<file path="src/rtl/hstb_pkg.sv">
package hstb_pkg;

    // Seconds from 1904-01-01 to 1984-01-01: 20 spans of 1461 days.
    localparam logic [31:0] EPOCH_1984_SECONDS = 32'd2524608000;

    // What a prescaled tick does to the wrap counter.
    typedef enum logic [1:0] {
        OV_IDLE  = 2'd0,  // no tick this cycle
        OV_STEP  = 2'd1,  // tick, counter advances or wraps plainly
        OV_TRIM  = 2'd2,  // last full wrap: subtract remainder
        OV_HALF  = 2'd3   // final wrap: half-second reached
    } ovf_kind_e;

    // Width needed to hold values 0..n (at least 1 bit).
    function automatic int unsigned width_for(input int unsigned n);
        return (n < 2) ? 1 : $clog2(n + 1);
    endfunction

endpackage

</file>
<file path="src/rtl/hstb_prescaler.sv">
module hstb_prescaler #(
    parameter int unsigned DIV = 1024
) (
    input  logic clk,
    input  logic rst,
    output logic tick
);
    import hstb_pkg::*;

    generate
        if (DIV <= 1) begin : g_pass
            assign tick = 1'b1;
        end else begin : g_div
            localparam int unsigned PW = width_for(DIV - 1);
            localparam logic [PW-1:0] LAST = PW'(DIV - 1);
            logic [PW-1:0] pc_q;

            assign tick = (pc_q == LAST);

            always_ff @(posedge clk) begin
                if (rst) begin
                    pc_q <= '0;
                end else if (tick) begin
                    pc_q <= '0;
                end else begin
                    pc_q <= pc_q + 1'b1;
                end
            end
        end
    endgenerate

endmodule

</file>
<file path="src/rtl/hstb_ovf_core.sv">
module hstb_ovf_core #(
    parameter int unsigned CNT_W     = 8,
    parameter int unsigned OFLOW_LIM = 15,
    parameter int unsigned REM_TICKS = 66,
    parameter int unsigned FRAC_NUM  = 1,
    parameter int unsigned FRAC_W    = 2,
    parameter int unsigned OCW       = 5
) (
    input  logic           clk,
    input  logic           rst,
    input  logic           tick,
    output logic           half,
    output logic [OCW-1:0] ocnt
);
    import hstb_pkg::*;

    localparam logic [CNT_W-1:0]  REM_V   = CNT_W'(REM_TICKS);
    localparam logic [OCW-1:0]    TRIM_AT = OCW'(OFLOW_LIM);
    localparam logic [OCW-1:0]    HALF_AT = OCW'(OFLOW_LIM + 1);
    localparam logic [FRAC_W:0]   NUM_V   = (FRAC_W + 1)'(FRAC_NUM);

    logic [CNT_W-1:0]  cnt_q, cnt_d, cnt_inc;
    logic [OCW-1:0]    ocnt_q, ocnt_d, ocnt_inc;
    logic [FRAC_W-1:0] frac_q, frac_d;
    logic [FRAC_W:0]   frac_sum;
    logic              wrap, extra;
    ovf_kind_e         kind;

    assign cnt_inc  = cnt_q + 1'b1;
    assign ocnt_inc = ocnt_q + 1'b1;
    assign wrap     = tick && (cnt_q == '1);
    assign frac_sum = {1'b0, frac_q} + NUM_V;
    assign extra    = frac_sum[FRAC_W];

    always_comb begin
        if (!tick) begin
            kind = OV_IDLE;
        end else if (wrap && (ocnt_inc == TRIM_AT)) begin
            kind = OV_TRIM;
        end else if (wrap && (ocnt_inc == HALF_AT)) begin
            kind = OV_HALF;
        end else begin
            kind = OV_STEP;
        end
    end

    always_comb begin
        cnt_d  = cnt_q;
        ocnt_d = ocnt_q;
        frac_d = frac_q;
        unique case (kind)
            OV_IDLE: ;
            OV_STEP: begin
                cnt_d = cnt_inc;
                if (wrap) ocnt_d = ocnt_inc;
            end
            OV_TRIM: begin
                // subtract from the freshly wrapped value, keeping elapsed ticks
                cnt_d  = cnt_inc - REM_V - CNT_W'(extra);
                ocnt_d = ocnt_inc;
                frac_d = frac_sum[FRAC_W-1:0];
            end
            OV_HALF: begin
                cnt_d  = cnt_inc;
                ocnt_d = '0;
            end
            default: ;
        endcase
    end

    always_ff @(posedge clk) begin
        if (rst) begin
            cnt_q  <= '0;
            ocnt_q <= '0;
            frac_q <= '0;
        end else begin
            cnt_q  <= cnt_d;
            ocnt_q <= ocnt_d;
            frac_q <= frac_d;
        end
    end

    assign half = (kind == OV_HALF);
    assign ocnt = ocnt_q;

endmodule

</file>
<file path="src/rtl/hstb_sec_reg.sv">
module hstb_sec_reg #(
    parameter int unsigned       SEC_W    = 32,
    parameter logic [SEC_W-1:0]  SEC_INIT = 32'd2524608000
) (
    input  logic               clk,
    input  logic               rst,
    input  logic               half,
    input  logic [SEC_W/8-1:0] wr_be,
    input  logic [SEC_W-1:0]   wr_data,
    output logic               wave,
    output logic [SEC_W-1:0]   sec
);
    localparam int unsigned NB = SEC_W / 8;

    logic             wave_q;
    logic [SEC_W-1:0] sec_q, sec_inc, sec_d;
    logic             bump;

    // the toggle that drives the wave low closes a full second
    assign bump    = half && wave_q;
    assign sec_inc = sec_q + SEC_W'(bump);

    generate
        for (genvar b = 0; b < NB; b++) begin : g_byte
            assign sec_d[8*b +: 8] = wr_be[b] ? wr_data[8*b +: 8] : sec_inc[8*b +: 8];
        end
    endgenerate

    always_ff @(posedge clk) begin
        if (rst) begin
            wave_q <= 1'b0;
            sec_q  <= SEC_INIT;
        end else begin
            wave_q <= wave_q ^ half;
            sec_q  <= sec_d;
        end
    end

    assign wave = wave_q;
    assign sec  = sec_q;

endmodule

</file>
<file path="src/rtl/halfsec_timebase.sv">
module halfsec_timebase #(
    parameter int unsigned       PRESC_DIV = 1024,
    parameter int unsigned       CNT_W     = 8,
    parameter int unsigned       OFLOW_LIM = 15,
    parameter int unsigned       REM_TICKS = 66,
    parameter int unsigned       FRAC_NUM  = 1,
    parameter int unsigned       FRAC_W    = 2,
    parameter int unsigned       SEC_W     = 32,
    parameter logic [SEC_W-1:0]  SEC_INIT  = hstb_pkg::EPOCH_1984_SECONDS
) (
    input  logic               clk,
    input  logic               rst,
    input  logic [SEC_W/8-1:0] sec_wr_be,
    input  logic [SEC_W-1:0]   sec_wr_data,
    output logic               sq_wave,
    output logic [SEC_W-1:0]   seconds
);
    import hstb_pkg::*;

    localparam int unsigned OCW = width_for(OFLOW_LIM + 1);

    logic           tick;
    logic           half;
    logic [OCW-1:0] ocnt;

    hstb_prescaler #(.DIV(PRESC_DIV)) u_presc (
        .clk  (clk),
        .rst  (rst),
        .tick (tick)
    );

    hstb_ovf_core #(
        .CNT_W     (CNT_W),
        .OFLOW_LIM (OFLOW_LIM),
        .REM_TICKS (REM_TICKS),
        .FRAC_NUM  (FRAC_NUM),
        .FRAC_W    (FRAC_W),
        .OCW       (OCW)
    ) u_core (
        .clk  (clk),
        .rst  (rst),
        .tick (tick),
        .half (half),
        .ocnt (ocnt)
    );

    hstb_sec_reg #(.SEC_W(SEC_W), .SEC_INIT(SEC_INIT)) u_sec (
        .clk     (clk),
        .rst     (rst),
        .half    (half),
        .wr_be   (sec_wr_be),
        .wr_data (sec_wr_data),
        .wave    (sq_wave),
        .sec     (seconds)
    );

endmodule

</file>
<file path="config.mk">
export PLATFORM = sky130hd
export DESIGN_NAME = halfsec_timebase
export DESIGN_NICKNAME = d
export VERILOG_FILES = /design/src/rtl/hstb_pkg.sv /design/src/rtl/hstb_prescaler.sv /design/src/rtl/hstb_ovf_core.sv /design/src/rtl/hstb_sec_reg.sv /design/src/rtl/halfsec_timebase.sv
export SDC_FILE = /design/constraint.sdc
export NUM_CORES = 1
export LEC_CHECK = 0
export ABC_AREA = 1
export BUFFER_PORTS_ARGS = -buffer_cell sky130_fd_sc_hd__buf_4
export CAP_MARGIN = 20
export CORE_AREA = 5 5 93 130
export CTS_CLUSTER_DIAMETER = 40
export DETAILED_ROUTE_END_ITERATION = 10
export DIE_AREA = 0 0 98 135
export PLACE_DENSITY_LB_ADDON = 0.2
export SLEW_MARGIN = 20
export SYNTH_ARGS = -nofsm -noshare
export SYNTH_HDL_FRONTEND = slang
export SYNTH_HIERARCHICAL = 1
export SYNTH_SLANG_ARGS = --single-unit
</file>
<file path="constraint.sdc">
create_clock -name clk -period 8.53 [get_ports clk]
set_clock_uncertainty 0.1 [all_clocks]
set_input_delay 0.853 -clock clk [delete_from_list [all_inputs] [get_ports clk]]
set_output_delay 0.853 -clock clk [all_outputs]
set_load 0.05 [all_outputs]
</file>
# After elaboration in Yosys (flattened, before gate mapping)
# Cells that the tools add are included.
# totals
reg_bits,58
input_bits,38
elab_cells,41
# op_classes
addsub,7
eq_ne,8
mux,10
bitwise_logic,1
n_reduce_logical,9
# ops
operator,count
$add A32 B1 Y32,1
$mux W8,4
$pmux W8 S2,1
$pmux W5 S3,1
$add A10 B1 Y10 const B,1
$eq A10 B10 Y1 const B,1
$add A8 B1 Y8 const B,1
$eq A8 B8 Y1 const B,1
$sub A8 B1 Y8,1
$sub A8 B7 Y8 const B,1
$mux W2,3
$add A5 B1 Y5 const B,1
$eq A5 B4 Y1 const B,1
$eq A5 B5 Y1 const B,1
$mux W5,1
$eq A2 B2 Y1 const B,2
$logic_and A1 B1 Y1,4
$reduce_or A2 Y1,2
$add A2 B1 Y3 const B,1
$reduce_bool A3 Y1,1
$eq A2 B1 Y1 const B,1
$ne A2 B1 Y1 const B,1
$reduce_and A2 Y1,1
$reduce_bool A2 Y1,1
$xor A1 B1 Y1,1

# Longest topological paths before layout
# Gate-level depths: netlist (run 1).
# depth
word_depth,10
ltp_mapped,21
ltp_nobuf,21

# Modules after synthesis
# Netlist (run 1), hierarchy kept.
# modules_own_cells
mod,n_inst,cells_each,area_per_inst_um2
hstb_sec_reg,1,364,2184.6
hstb_ovf_core,1,165,1051.0
hstb_prescaler,1,58,461.7

# Worst setup path before layout (run 1)
# No wires, ideal clock.
# synth_timing
path_kind,reg-to-reg
start,register u_presc.g_div.pc_q[0]
end,register u_sec.sec_q[30] (netlist: u_sec/sec[30])
setup_ns,0.109
arrival_time_ns,2.666
slack_ns,5.655
stages_incl_launch_ff,22
n_path_buf,0
period_less_slack_ns,2.875
cell_sequence,dfxtp_1 -> ha_1 -> nand2_1 -> nor2_2 -> nand3b_2 -> inv_1 -> nand2_1 -> nor2_2 -> inv_1 -> nor3_1 -> ha_1 -> ha_1 -> ha_1 -> inv_1 -> nor2_4 -> nand2_2 -> nor2_4 -> nand2_1 -> nand2_1 -> nand3_1 -> nand2_1 -> inv_1
# synth_via
elab_chain_len,10
word_cells_on_any_way,11
cone_classes,add/sub (1); eq/ne (2); mux (4); reduce/logical (4)
# synth_lines
element,line,text
from (decl),hstb_prescaler.sv:16,logic [PW-1:0] pc_q;
from (signal assigned),hstb_prescaler.sv:26,pc_q <= pc_q + 1'b1;
$eq A10 B10 Y1 *,hstb_prescaler.sv:18,assign tick = (pc_q == LAST);
net tick,halfsec_timebase.sv:22,logic tick;
$logic_and A1 B1 Y1,hstb_ovf_core.sv:31,assign wrap = tick && (cnt_q == '1);
$logic_and A1 B1 Y1,hstb_ovf_core.sv:40,end else if (wrap && (ocnt_inc == HALF_AT)) begin
$mux W2,hstb_ovf_core.sv:40,
$mux W2,hstb_ovf_core.sv:38,end else if (wrap && (ocnt_inc == TRIM_AT)) begin
$mux W2 *,hstb_ovf_core.sv:36,if (!tick) begin
$eq A2 B2 Y1 *,hstb_ovf_core.sv:83,assign half = (kind == OV_HALF);
net half,halfsec_timebase.sv:23,logic half;
$logic_and A1 B1 Y1 *,hstb_sec_reg.sv:20,assign bump = half && wave_q;
$add A32 B1 Y32 *,hstb_sec_reg.sv:21,assign sec_inc = sec_q + SEC_W'(bump);
$mux W8 *,hstb_sec_reg.sv:25,assign sec_d[8*b +: 8] = wr_be[b] ? wr_data[8*b +: 8] : sec_inc[8*b +: 8];
to (signal assigned),hstb_sec_reg.sv:32,sec_q <= SEC_INIT;
to (signal assigned),hstb_sec_reg.sv:35,sec_q <= sec_d;
to (decl),hstb_sec_reg.sv:16,"logic [SEC_W-1:0] sec_q, sec_inc, sec_d;"
# Mark *: on every way through the listed nets, which the timed path passes. The rest lies on a longest branch.
# A chain may end at the register's enable or synchronous reset.

# Final worst setup path (run 1)
# layout_timing
start,register u_presc.g_div.pc_q[0]
end,register u_sec.sec_q[14] (netlist: u_sec/sec[14])
# Same word-level chain as after synthesis.

==> results of run 1 <==
==> state kept, by name (all words and copies together) (netlist names) <==
register	flops
u_core/cnt_q	8
u_core/frac_q	2
u_core/ocnt	5
u_presc/g_div.pc_q	10
u_sec/sec	32
u_sec/wave	1
==> area by class of cell <==
type,instances,area share [%]
clock buffer,12,5.53
inverter,76,6.15
timing repair buffer,70,11.3
tap,141,3.80
sequential,58,25.0
multi-input combinational,445,47.8
clock inverter,3,0.324
==> metal layers <==
metal,GRT usage [%],vias to the layer above,wire (um)
li1,-,1980,-
met1,16.7,1702,4050
met2,29.8,101,5520
met3,4.03,23,562
met4,7.08,0,331
met5,0,-,0
==> cells by family (layout without fill, tap and decap cells) <==
family                     after synthesis  after routing  synth area share [%]
AOI/OAI and AO/OA                       60             60                  8.29
xor gates and xnor gates                18             18                  4.26
adders and majority gates               12             12                  4.06
buffers and inverters                   84            161                  8.60
DFF                                     58             58                  31.4
and+or+nand+nor                        355            355                  43.4
==> report_power, final <==
group	switching (mW)	leakage, nW	internal, mW
registers	0.0165	0.477	0.283
logic	0.0765	1.52	0.0409
clock network	0.124	0.138	0.209
total	0.217	2.14	0.533
==> cell usage in the layout, fill, tap and decap left out, drive strengths merged <==
| master | Yosys | routed |
|---|---|---|
| nand3b | 8 | 8 |
| xnor2 | 9 | 9 |
| dfxtp | 58 | 58 |
| inv | 75 | 75 |
| or2 | 3 | 3 |
| nor3 | 3 | 3 |
| clkbuf | 6 | 12 |
| nand2 | 183 | 183 |
| nand4 | 6 | 6 |
| a21oi | 34 | 34 |
| buf | 2 | 70 |
| clkinv | 1 | 4 |
| o21ai | 25 | 25 |
| nor2 | 115 | 115 |
| o21bai | 1 | 1 |
| nand3 | 37 | 37 |
| xor2 | 9 | 9 |
| ha | 12 | 12 |
==> per-stage QoR <==
stage	cells	setup slack, ps	utilization, %	area, um2
final	805	5120	43.1	4640
after global placement	790	5270	40.6	4370
after detailed placement	790	5110	40.6	4370
after CTS	805	5100	43.1	4640
after global routing	805	4810	43.1	4640
after floorplan	587	5660	-	3700
==> path summary, 6_finish.rpt <==
path | slack (ps) | cells past startpoint | end
setup / recovery | 5120 | 19 | u_sec/sec[14]
hold / removal | 370 | 1 | u_presc/g_div.pc_q[0]
setup reg to reg | 5120 | 19 | u_sec/sec[14]
hold reg to reg | 370 | 1 | u_presc/g_div.pc_q[0]
==> results.md, run 1 <==
* P per Cell Area at between 150 and 200 nW/um2
* GRT Overall Usage at approximately 16%
* Sink Count at a little under 60
* VDD IR max at about 90 uV
* Post-synth top cells: nand2_1 (169), nor2_1 (93), inv_1 (70)
* Top-area cell type share of the netlist area at around a third
* Dominant cells by area after synthesis: dfxtp_1 (31%), nand2_1 (17%), nor2_1 (9.4%), inv_1 (7.1%), nand3_1 (4.7%)
* Routed Antenna Nets at 0
* GRT Residual Overflow at 0
* Hold_buf cts at 0
* Status: finished clean
* Period utilization at around 40%
* FF+latch area at ~1200 um2
* CP Data Required Time at 8710 ps
* Slew HR at about 69%
* Final hold vios at 0
* Global placement routability congestion at between 0.9 and 1
* Worst path max stage delay at roughly 380 ps
* Clock buffer depth at 2
* Post-synthesis cell type with the largest combined area: dfxtp_1
* I/O pin count at 71
* Synth Register Bits at a little under 60
* FMAX at a little under 300 MHz
* Area of the multi-input gates at ~2200 um2
* Clock root buffer: clkbuf_16
* P_leak at 2.14 nW
* DRC viols at 0
* Core Region at 10800 um2
* Maxcap violations at 0
* Post-synth cell types at 29
* Worst hold path type: flip-flop to flip-flop
* Initial Util at approximately a third
* Hpwl dp at 8.22 mm
* Post_cts resized at 0
* Layout cells sized above 1 at 19.6%
* Slew @ Worst Pin at 458 ps
* Synth async-reset ratio at 0%
* Clock Pin Slew Worst Setup and Hold Paths at 50 ps
* WP buf/inv at 3
* CP delay by family, top: simple AND/OR/NAND/NOR gates
* Setup Crit Path Kind: flip-flop to flip-flop
* Syn Nets at around 640
* Cells after synthesis at just under 600
* Slew Limit Fails at 0
* Min-delay src: u_presc/g_div.pc_q[0]
* Largest net degree at the start of global routing at 42
* CP Capture Type: flip-flop
* Initial antenna violation count at 0
* Slowest cell on the critical path: dfxtp_1
* Iter 0 DRT Violations at 181
* Cell area after synthesis at ~3700 um2
* Seq/Total Area, Yosys at a little under a third
* CP max FO at 13
* Worst r2r src: u_presc/g_div.pc_q[0]
* Count leader, synth: nand2_1
* Worst-path cell chain: ha_1 -> nand2_1 -> nor2_2 -> nand3b_2 -> inv_1 -> nand2_1 -> nor2_2 -> inv_1 -> nor3_1 -> ha_1 -> ha_1 -> ha_1 -> inv_1 -> nor2_4 -> nand2_2 -> nor2_4 -> xor2_1 -> nand2_1 -> nand2_1
* DRT Pass-1 Iters at 4
* Cts bufs inserted at 9
* Via density at 4.73
* Setup TNS at 0 ps
* Worst-Skew Late Latency at ~330 ps
* CP Launch Type: flip-flop
* Routed WL at approximately 10 mm
* Layout overhead on the synthesized area at 25.4%
* RSZ-0062 raised after global routing: false
* Setup violators final at 0
* Clock tree from TritonCTS: done
* FILL cells at ~1200
* Synth Warn # at 6
* Drt wl/cell at about 13 um
* Critical path startpoint: u_presc/g_div.pc_q[0]
* Die Ht at between 100 and 150 um
* Antenna Cells at 0
* Total power at 0.750 mW
* Port Buffer Count at 70
* Die area at ~13000 um2
* Chip Width at between 90 and 100 um
* Worst Path Arrival at roughly 3600 ps
* Final nets at between 700 and 800
* Htree depth at 3
* Total setup buffers inserted after CTS at 0
* Post-synth EDFFs at 0
* WHS at around 370 ps
* Post-layout minimum cycle time at 3410 ps
* Global-route wire length before repair at 17.0 mm
* Rows at 45
* Avg Synthesized Cell Area at 6.30 um2
* Vias after detailed routing at 3806
* Predominant post-synthesis flop cell: dfxtp_1
* Vias in the first global route at between 3000 and 4000
Note: power is estimated with default switching activity, not from simulation.
==> inputs of run 2 (changes only) <==
==> constraint.sdc (replaced) <==
create_clock -name clk -period 3.31 [get_ports clk]
set_clock_uncertainty 0.1 [all_clocks]
set_input_delay 0.331 -clock clk [delete_from_list [all_inputs] [get_ports clk]]
set_output_delay 0.331 -clock clk [all_outputs]
set_load 0.05 [all_outputs]
==> run 2 against run 1 <==
Maximum frequency increased by 14%. Final cell count increased by 0.50%. Critical path depth increased by 1. Combinational power increased to 2.6 times the previous value. Critical path type unchanged. Largest power group unchanged.
==> results.md, run 2 (synthesized netlist as in run 1, its figures left out) <==
* Status: finished clean (unchanged)
* Vias in the first global route at 3785 (was 3701)
* Largest net degree at the start of global routing at 42 (unchanged)
* Iter 0 DRT Violations at 134 (was 181)
* Core Util, Final at 43.7% (was 43.1%)
* GRT Residual Overflow at 0 (unchanged)
* Chip Width at 98 um (unchanged)
* Slew HR at 69.7% (was 69.4%)
* Layout cells sized above 1 at 20.4% (was 19.6%)
* VDD IR max at 234 uV (was 92.1 uV)
* CP Data Required Time at 3470 ps (was 8710 ps)
* Cts bufs inserted at 9 (unchanged)
* Clk pwr share at 45.1% (was 44.4%)
* Worst R2R Setup Slack at 330 ps (was 5120 ps)
* Seq pwr share at 39.5% (was 40.0%)
* CP Launch Type: flip-flop (unchanged)
* Place WS at 135 ps (was 5110 ps)
* WHS at 114 ps (was 369 ps)
* Drt wl/cell at 12.7 um (was 13.0 um)
* Setup violators final at 0 (unchanged)
* Clock buffer depth at 2 (unchanged)
* Routed WL at 10.3 mm (was 10.5 mm)
* Clock root buffer: clkbuf_16 (unchanged)
* P_int at 1.40 mW (was 0.533 mW)
* Die Ht at 135 um (unchanged)
* Initial Util at 34.4% (unchanged)
* DRT Pass-1 Iters at 4 (unchanged)
* Layout overhead on the synthesized area at 27.1% (was 25.4%)
* Core Region at 10800 um2 (unchanged)
* Gate power share at 15.4% (was 15.6%)
* CP Capture Type: flip-flop (unchanged)
* Global-route wire length before repair at 17.3 mm (was 17.0 mm)
* Max reg flops at 32 (unchanged)
* I/O pin count at 71 (unchanged)
* Clock tree from TritonCTS: done (unchanged)
* P per Cell Area at 417 nW/um2 (was 162 nW/um2)
* Sink Count at 58 (unchanged)
* RSZ-0062 raised after global routing: false (unchanged)
* FILL cells at 1137 (was 1171)
* Commonest non-fill, non-tap cell in the layout: nand2_1 (unchanged)
* Vias after detailed routing at 3835 (was 3806)
* P_leak at 2.16 nW (was 2.14 nW)
* Hpwl dp at 8.14 mm (was 8.22 mm)
* Antenna Cells at 0 (unchanged)
* Die area at 13200 um2 (unchanged)
* Htree depth at 3 (unchanged)
* Worst hold path type: input port to flip-flop (was flip-flop to flip-flop)
* Setup Crit Path Kind: flip-flop to flip-flop (unchanged)
* Port Buffer Count at 70 (unchanged)
* Final hold vios at 0 (unchanged)
* Most frequent cells in the layout: nand2_1 (169), nor2_1 (93), buf_4 (73), inv_1 (70), dfxtp_1 (57) (was nand2_1 (169), nor2_1 (93), buf_4 (70), inv_1 (70), dfxtp_1 (58))
* Worst-Skew Late Latency at 330 ps (about the same)
* Post-layout minimum cycle time at 2980 ps (was 3410 ps)
* Switching share of power at 28.4% (was 28.9%)
* DRC viols at 0 (unchanged)
* Global placement routability congestion at 0.892 (was 0.947)
* FMAX at 336 MHz (was 293 MHz)
* GRT Overall Usage at 16.2% (was 16.0%)
* Slew Limit Fails at 0 (unchanged)
* Worst Path Arrival at 3140 ps (was 3590 ps)
* Rows at 45 (unchanged)
* Clock Pin Slew Worst Setup and Hold Paths at 50 ps (about the same)
* Routed Antenna Nets at 0 (unchanged)
* Period utilization at 90.0% (was 40.0%)
* Maxcap violations at 0 (unchanged)
* Initial antenna violation count at 0 (unchanged)
* Hold_buf cts at 0 (unchanged)
* Psw at 0.557 mW (was 0.217 mW)
* Via density at 4.74 (was 4.73)
* Slew @ Worst Pin at 454 ps (was 458 ps)
* Setup TNS at 0 ps (unchanged)
* Final nets at 713 (was 710)
* CP max FO at 6 (was 13)
* Final WS setup at 332 ps (was 5120 ps)
==> run 2: power by group through the flow <==
stage / Sequential [mW] / Clock, mW / Combinational [mW]
2_1_floorplan: 0.869 / 0 / 0.105
5_1_grt: 0.778 / 0.942 / 0.329
4_1_cts: 0.772 / 0.916 / 0.304
3_3_place_gp: 0.787 / 0 / 0.302
3_5_place_dp: 0.787 / 0 / 0.303
6_report: 0.773 / 0.883 / 0.302
==> run 2: timing repair <==
item,in CTS,in global routing
endpoints found under the setup margin,0,15
gates resized for setup,0,6
buffers inserted,0,2
endpoints found under the hold margin,0,0
==> run 2: final timing paths <==
check	start	to	cells past startpoint
min reg2reg	u_presc/g_div.pc_q[0]	u_presc/g_div.pc_q[0]	1
max	u_presc/g_div.pc_q[1]	u_sec/sec[18]	20
max reg2reg	u_presc/g_div.pc_q[1]	u_sec/sec[18]	20
min	sec_wr_data[12]	u_sec/sec[12]	3
==> run 2: worst max-delay path, cell delays in order (launching register included) <==
cell	delay [ps]
dfxtp_1	350
ha_2	210
nand2_1	70
nor2_2	140
nand3b_2	130
inv_1	100
nand2_1	90
nor2_4	130
inv_1	70
nor3_1	150
ha_1	170
ha_1	190
ha_1	190
inv_1	90
nor2_4	180
nand2_4	130
nor2_4	140
nand2_1	60
nand2_1	60
nand2_1	60
a21oi_1	120
==> run 2: routing by layer <==
metal  GRT usage (%)  vias up  part of all wire [%]
li1                -     1983                     -
met1            16.8     1727                    39
met2            29.4       98                    52
met3            4.75       27                   5.2
met4            8.16        0                   3.7
met5               0        -                     0
==> run 2: final cells by class <==
cell class              instances  area [um2]  area share [%]
inverters                      76         285            6.07
clock buffers                  14         274            5.83
well taps                     141         176            3.75
multi-input cells             445        2240            47.7
clock inverters                 2        10.0           0.213
flip-flops and latches         58        1160            24.7
repair buffers                 73         548            11.7
==> run 2: per-stage QoR <==
stage | std cells | cell area [um2] | power [mW]
5_1_grt | 809 | 4700 | 2.05
2_1_floorplan | 587 | 3700 | 0.973
4_1_cts | 807 | 4660 | 1.99
3_3_place_gp | 791 | 4370 | 1.09
3_5_place_dp | 791 | 4370 | 1.09
6_report | 809 | 4700 | 1.96
==> inputs of run 3 (changes only) <==
--- a/config.mk
+++ b/config.mk
@@ -12,7 +12,9 @@
 export CTS_CLUSTER_DIAMETER = 40
 export DETAILED_ROUTE_END_ITERATION = 10
 export DIE_AREA = 0 0 98 135
+export MAX_ROUTING_LAYER = met4
 export PLACE_DENSITY_LB_ADDON = 0.2
+export SETUP_SLACK_MARGIN = 0.1
 export SLEW_MARGIN = 20
 export SYNTH_ARGS = -nofsm -noshare
 export SYNTH_HDL_FRONTEND = slang
==> constraint.sdc (replaced) <==
create_clock -name clk -period 3.2 [get_ports clk]
set_clock_uncertainty 0.1 [all_clocks]
set_input_delay 0.32 -clock clk [delete_from_list [all_inputs] [get_ports clk]]
set_output_delay 0.32 -clock clk [all_outputs]
set_load 0.05 [all_outputs]
==> run 3 against run 2 <==
Largest power group unchanged. Utilization increased by 0.56 points. First-iteration DRC count increased by 13%. Sequential power increased by 3.6%. Largest cell class unchanged. Power increased by 7.1%. Combinational power increased by 4%. Worst setup slack got worse by 9.7 ps. Clock power increased by 11%. Hold slack got worse by 19 ps. Critical path depth increased by 1. Global-route usage increased by 0.44 points.
==> results.md, run 3 (synthesized netlist as in run 1, its figures left out) <==
* Status: finished clean (unchanged)
* Port Buffer Count at 70 (unchanged)
* Iter 0 DRT Violations at 151 (was 134)
* RSZ-0062 raised after global routing: false (unchanged)
* Largest net degree at the start of global routing at 42 (unchanged)
* Worst hold path type: input port to flip-flop (unchanged)
* VDD IR max at 233 uV (was 234 uV)
* Max reg flops at 32 (unchanged)
* Setup TNS at 0 ps (unchanged)
* Layout overhead on the synthesized area at 28.7% (was 27.1%)
* Period utilization at 89.9% (was 90.0%)
* Placed cell area at 4390 um2 (was 4370 um2)
* Drt wl/cell at 12.9 um (was 12.7 um)
* Post-layout minimum cycle time at 2880 ps (was 2980 ps)
* Via density at 4.78 (was 4.74)
* Critical path depth at 21 (was 20)
* Final Cell Area at 4760 um2 (was 4700 um2)
* Antenna Cells at 0 (unchanged)
* CP Capture Type: flip-flop (unchanged)
* WP buf/inv at 3 (unchanged)
* Final hold vios at 0 (unchanged)
* Slew @ Worst Pin at 458 ps (was 454 ps)
* Worst-path cell chain: ha_2 -> nand2_1 -> nor2_4 -> nand3b_2 -> inv_2 -> nand2_1 -> nor2_4 -> inv_1 -> nor3_2 -> ha_1 -> ha_2 -> ha_2 -> inv_1 -> nor2_4 -> nand2_4 -> nor2_4 -> nand2_1 -> nand2_1 -> nand2_1 -> nand2_1 -> nand2_1 (was ha_2 -> nand2_1 -> nor2_2 -> nand3b_2 -> inv_1 -> nand2_1 -> nor2_4 -> inv_1 -> nor3_1 -> ha_1 -> ha_1 -> ha_1 -> inv_1 -> nor2_4 -> nand2_4 -> nor2_4 -> nand2_1 -> nand2_1 -> nand2_1 -> a21oi_1)
* Vias in the first global route at 3751 (was 3785)
* CP delay by family, top: simple AND/OR/NAND/NOR gates (unchanged)
* DRT Pass-1 Iters at 4 (unchanged)
* Sink Count at 58 (unchanged)
* Setup violators final at 0 (unchanged)
* Hpwl dp at 8.24 mm (was 8.14 mm)
* Slew Limit Fails at 0 (unchanged)
* Worst R2R Setup Slack at 320 ps (was 330 ps)
* Slew HR at 69.5% (was 69.7%)
* Initial Util at 34.4% (unchanged)
* Initial antenna violation count at 0 (unchanged)
* Hold_buf cts at 0 (unchanged)
* Core Region at 10800 um2 (unchanged)
* Global placement routability congestion at 0.932 (was 0.892)
* Critical path startpoint: u_presc/g_div.pc_q[0] (was u_presc/g_div.pc_q[1])
* Htree depth at 3 (unchanged)
* Clock tree from TritonCTS: done (unchanged)
* FMAX at 347 MHz (was 336 MHz)
* FILL cells at 1136 (was 1137)
* P per Cell Area at 441 nW/um2 (was 417 nW/um2)
* Area of the multi-input gates at 2250 um2 (was 2240 um2)
* Setup Crit Path Kind: flip-flop to flip-flop (unchanged)
* Die Ht at 135 um (unchanged)
* P_leak at 2.18 nW (was 2.16 nW)
* Die area at 13200 um2 (unchanged)
* Worst-Skew Late Latency at 330 ps (about the same)
* Worst path max stage delay at 340 ps (was 350 ps)
* Clock buffer depth at 2 (unchanged)
* Most frequent cells in the layout: nand2_1 (169), nor2_1 (93), buf_4 (77), inv_1 (68), dfxtp_1 (56) (was nand2_1 (169), nor2_1 (93), buf_4 (73), inv_1 (70), dfxtp_1 (57))
* GRT Overall Usage at 16.6% (was 16.2%)
* FF+latch area at 1160 um2 (about the same)
* CP Data Required Time at 3320 ps (was 3470 ps)
* Routed WL at 10.5 mm (was 10.3 mm)
* Maxcap violations at 0 (unchanged)
* Vias after detailed routing at 3882 (was 3835)
* CP Launch Type: flip-flop (unchanged)
* Worst-case reg-to-reg path depth at 21 (was 20)
* DRC viols at 0 (unchanged)
* I/O pin count at 71 (unchanged)
* Routed Antenna Nets at 0 (unchanged)
* Chip Width at 98 um (unchanged)
* CP Capture Point: u_sec/sec[20] (was u_sec/sec[18])
* Cts bufs inserted at 9 (unchanged)
* Commonest non-fill, non-tap cell in the layout: nand2_1 (unchanged)
* Final nets at 717 (was 713)
* GRT Residual Overflow at 0 (unchanged)
* Rows at 45 (unchanged)
* Layout cells sized above 1 at 21.6% (was 20.4%)
* Slowest cell on the critical path: dfxtp_2 (was dfxtp_1)
* Global-route wire length before repair at 17.3 mm (about the same)
* Clock Pin Slew Worst Setup and Hold Paths at 50 ps (about the same)
* Worst r2r src: u_presc/g_div.pc_q[0] (was u_presc/g_div.pc_q[1])
* CP max FO at 6 (unchanged)
* RR Endpoint: u_sec/sec[20] (was u_sec/sec[18])
* Worst Path Arrival at 3000 ps (was 3140 ps)
* Cell mode on critical path: nand2_1 (unchanged)
* Clock root buffer: clkbuf_16 (unchanged)
-- run 3: changes by cell type in the layout (fill, tap and decap cells not counted), moves of 2 or more --
cell   delta
buf_4     +4
ha_1      -2
ha_2      +2
inv_1     -2
inv_2     +2
-- run 3: worst register-to-register path, cell delays in order, from the launching register on --
cell and delay, ps:
dfxtp_2 340, ha_2 190, nand2_1 90, nor2_4 140, nand3b_2 130, inv_2 90
nand2_1 80, nor2_4 130, inv_1 80, nor3_2 110, ha_1 170, ha_2 180
ha_2 190, inv_1 80, nor2_4 160, nand2_4 130, nor2_4 140, nand2_1 60
nand2_1 60, nand2_1 40, nand2_1 50, nand2_1 50
-- run 3: final cells by class --
| class | count | area share (%) |
|---|---|---|
| Inverter | 76 | 5.99 |
| Multi-Input combinational cell | 445 | 47.3 |
| Clock buffer | 13 | 5.68 |
| Clock inverter | 2 | 0.736 |
| Sequential cell | 58 | 24.4 |
| Tap cell | 141 | 3.71 |
| Timing Repair Buffer | 77 | 12.1 |
-- run 3: repair_timing --
| item | in CTS | in global routing |
|---|---|---|
| resized for setup | 1 | 11 |
| setup buffers | 0 | 4 |
| gates cloned | 0 | 0 |
| pin swaps | 0 | 6 |
| hold endpoints to repair | 0 | 0 |
| setup endpoints to repair | 2 | 25 |
-- run 3: worst min path at each step --
stage / start / end / slack (ps) / depth (start not counted)
floorplan: u_presc/g_div.pc_q[0] / u_presc/g_div.pc_q[0] / 330 / 1
global placement: u_presc/g_div.pc_q[0] / u_presc/g_div.pc_q[0] / 340 / 1
detailed placement: u_presc/g_div.pc_q[0] / u_presc/g_div.pc_q[0] / 350 / 1
CTS: sec_wr_data[19] / u_sec/sec[19] / 80 / 3
global route: sec_wr_data[9] / u_sec/sec[9] / 100 / 3
finish: sec_wr_data[19] / u_sec/sec[19] / 90 / 3
-- run 3: through the flow --
stage / utilization [%] / cells / total power [mW] / setup slack, ps / hold slack (ps)
floorplan: - / 587 / 1.01 / 325 / 329
global placement: 40.8 / 793 / 1.13 / 184 / 342
detailed placement: 40.8 / 793 / 1.13 / 76.7 / 353
CTS: 43.7 / 808 / 2.12 / 101 / 84.8
global route: 44.3 / 812 / 2.19 / 83.9 / 101
finish: 44.3 / 812 / 2.10 / 322 / 95.0
-- run 3: metal layers --
| layer | vias up | part of all wire, % | track usage [%] |
|---|---|---|---|
| met3 | 25 | 4.4 | 3.26 |
| li1 | 1990 | - | - |
| met4 | 0 | 2.7 | 7.24 |
| met1 | 1768 | 40 | 17.4 |
| met5 | - | 0 | - |
| met2 | 99 | 53 | 30.2 |
-- run 3: power breakdown --
| group | switching (mW) | internal [mW] | leakage (nW) | total, mW |
|---|---|---|---|---|
| combinational | 0.204 | 0.110 | 1.55 | 0.314 |
| sequential | 0.0448 | 0.756 | 0.477 | 0.801 |
| clock | 0.323 | 0.660 | 0.152 | 0.982 |
| total | 0.571 | 1.53 | 2.18 | 2.10 |
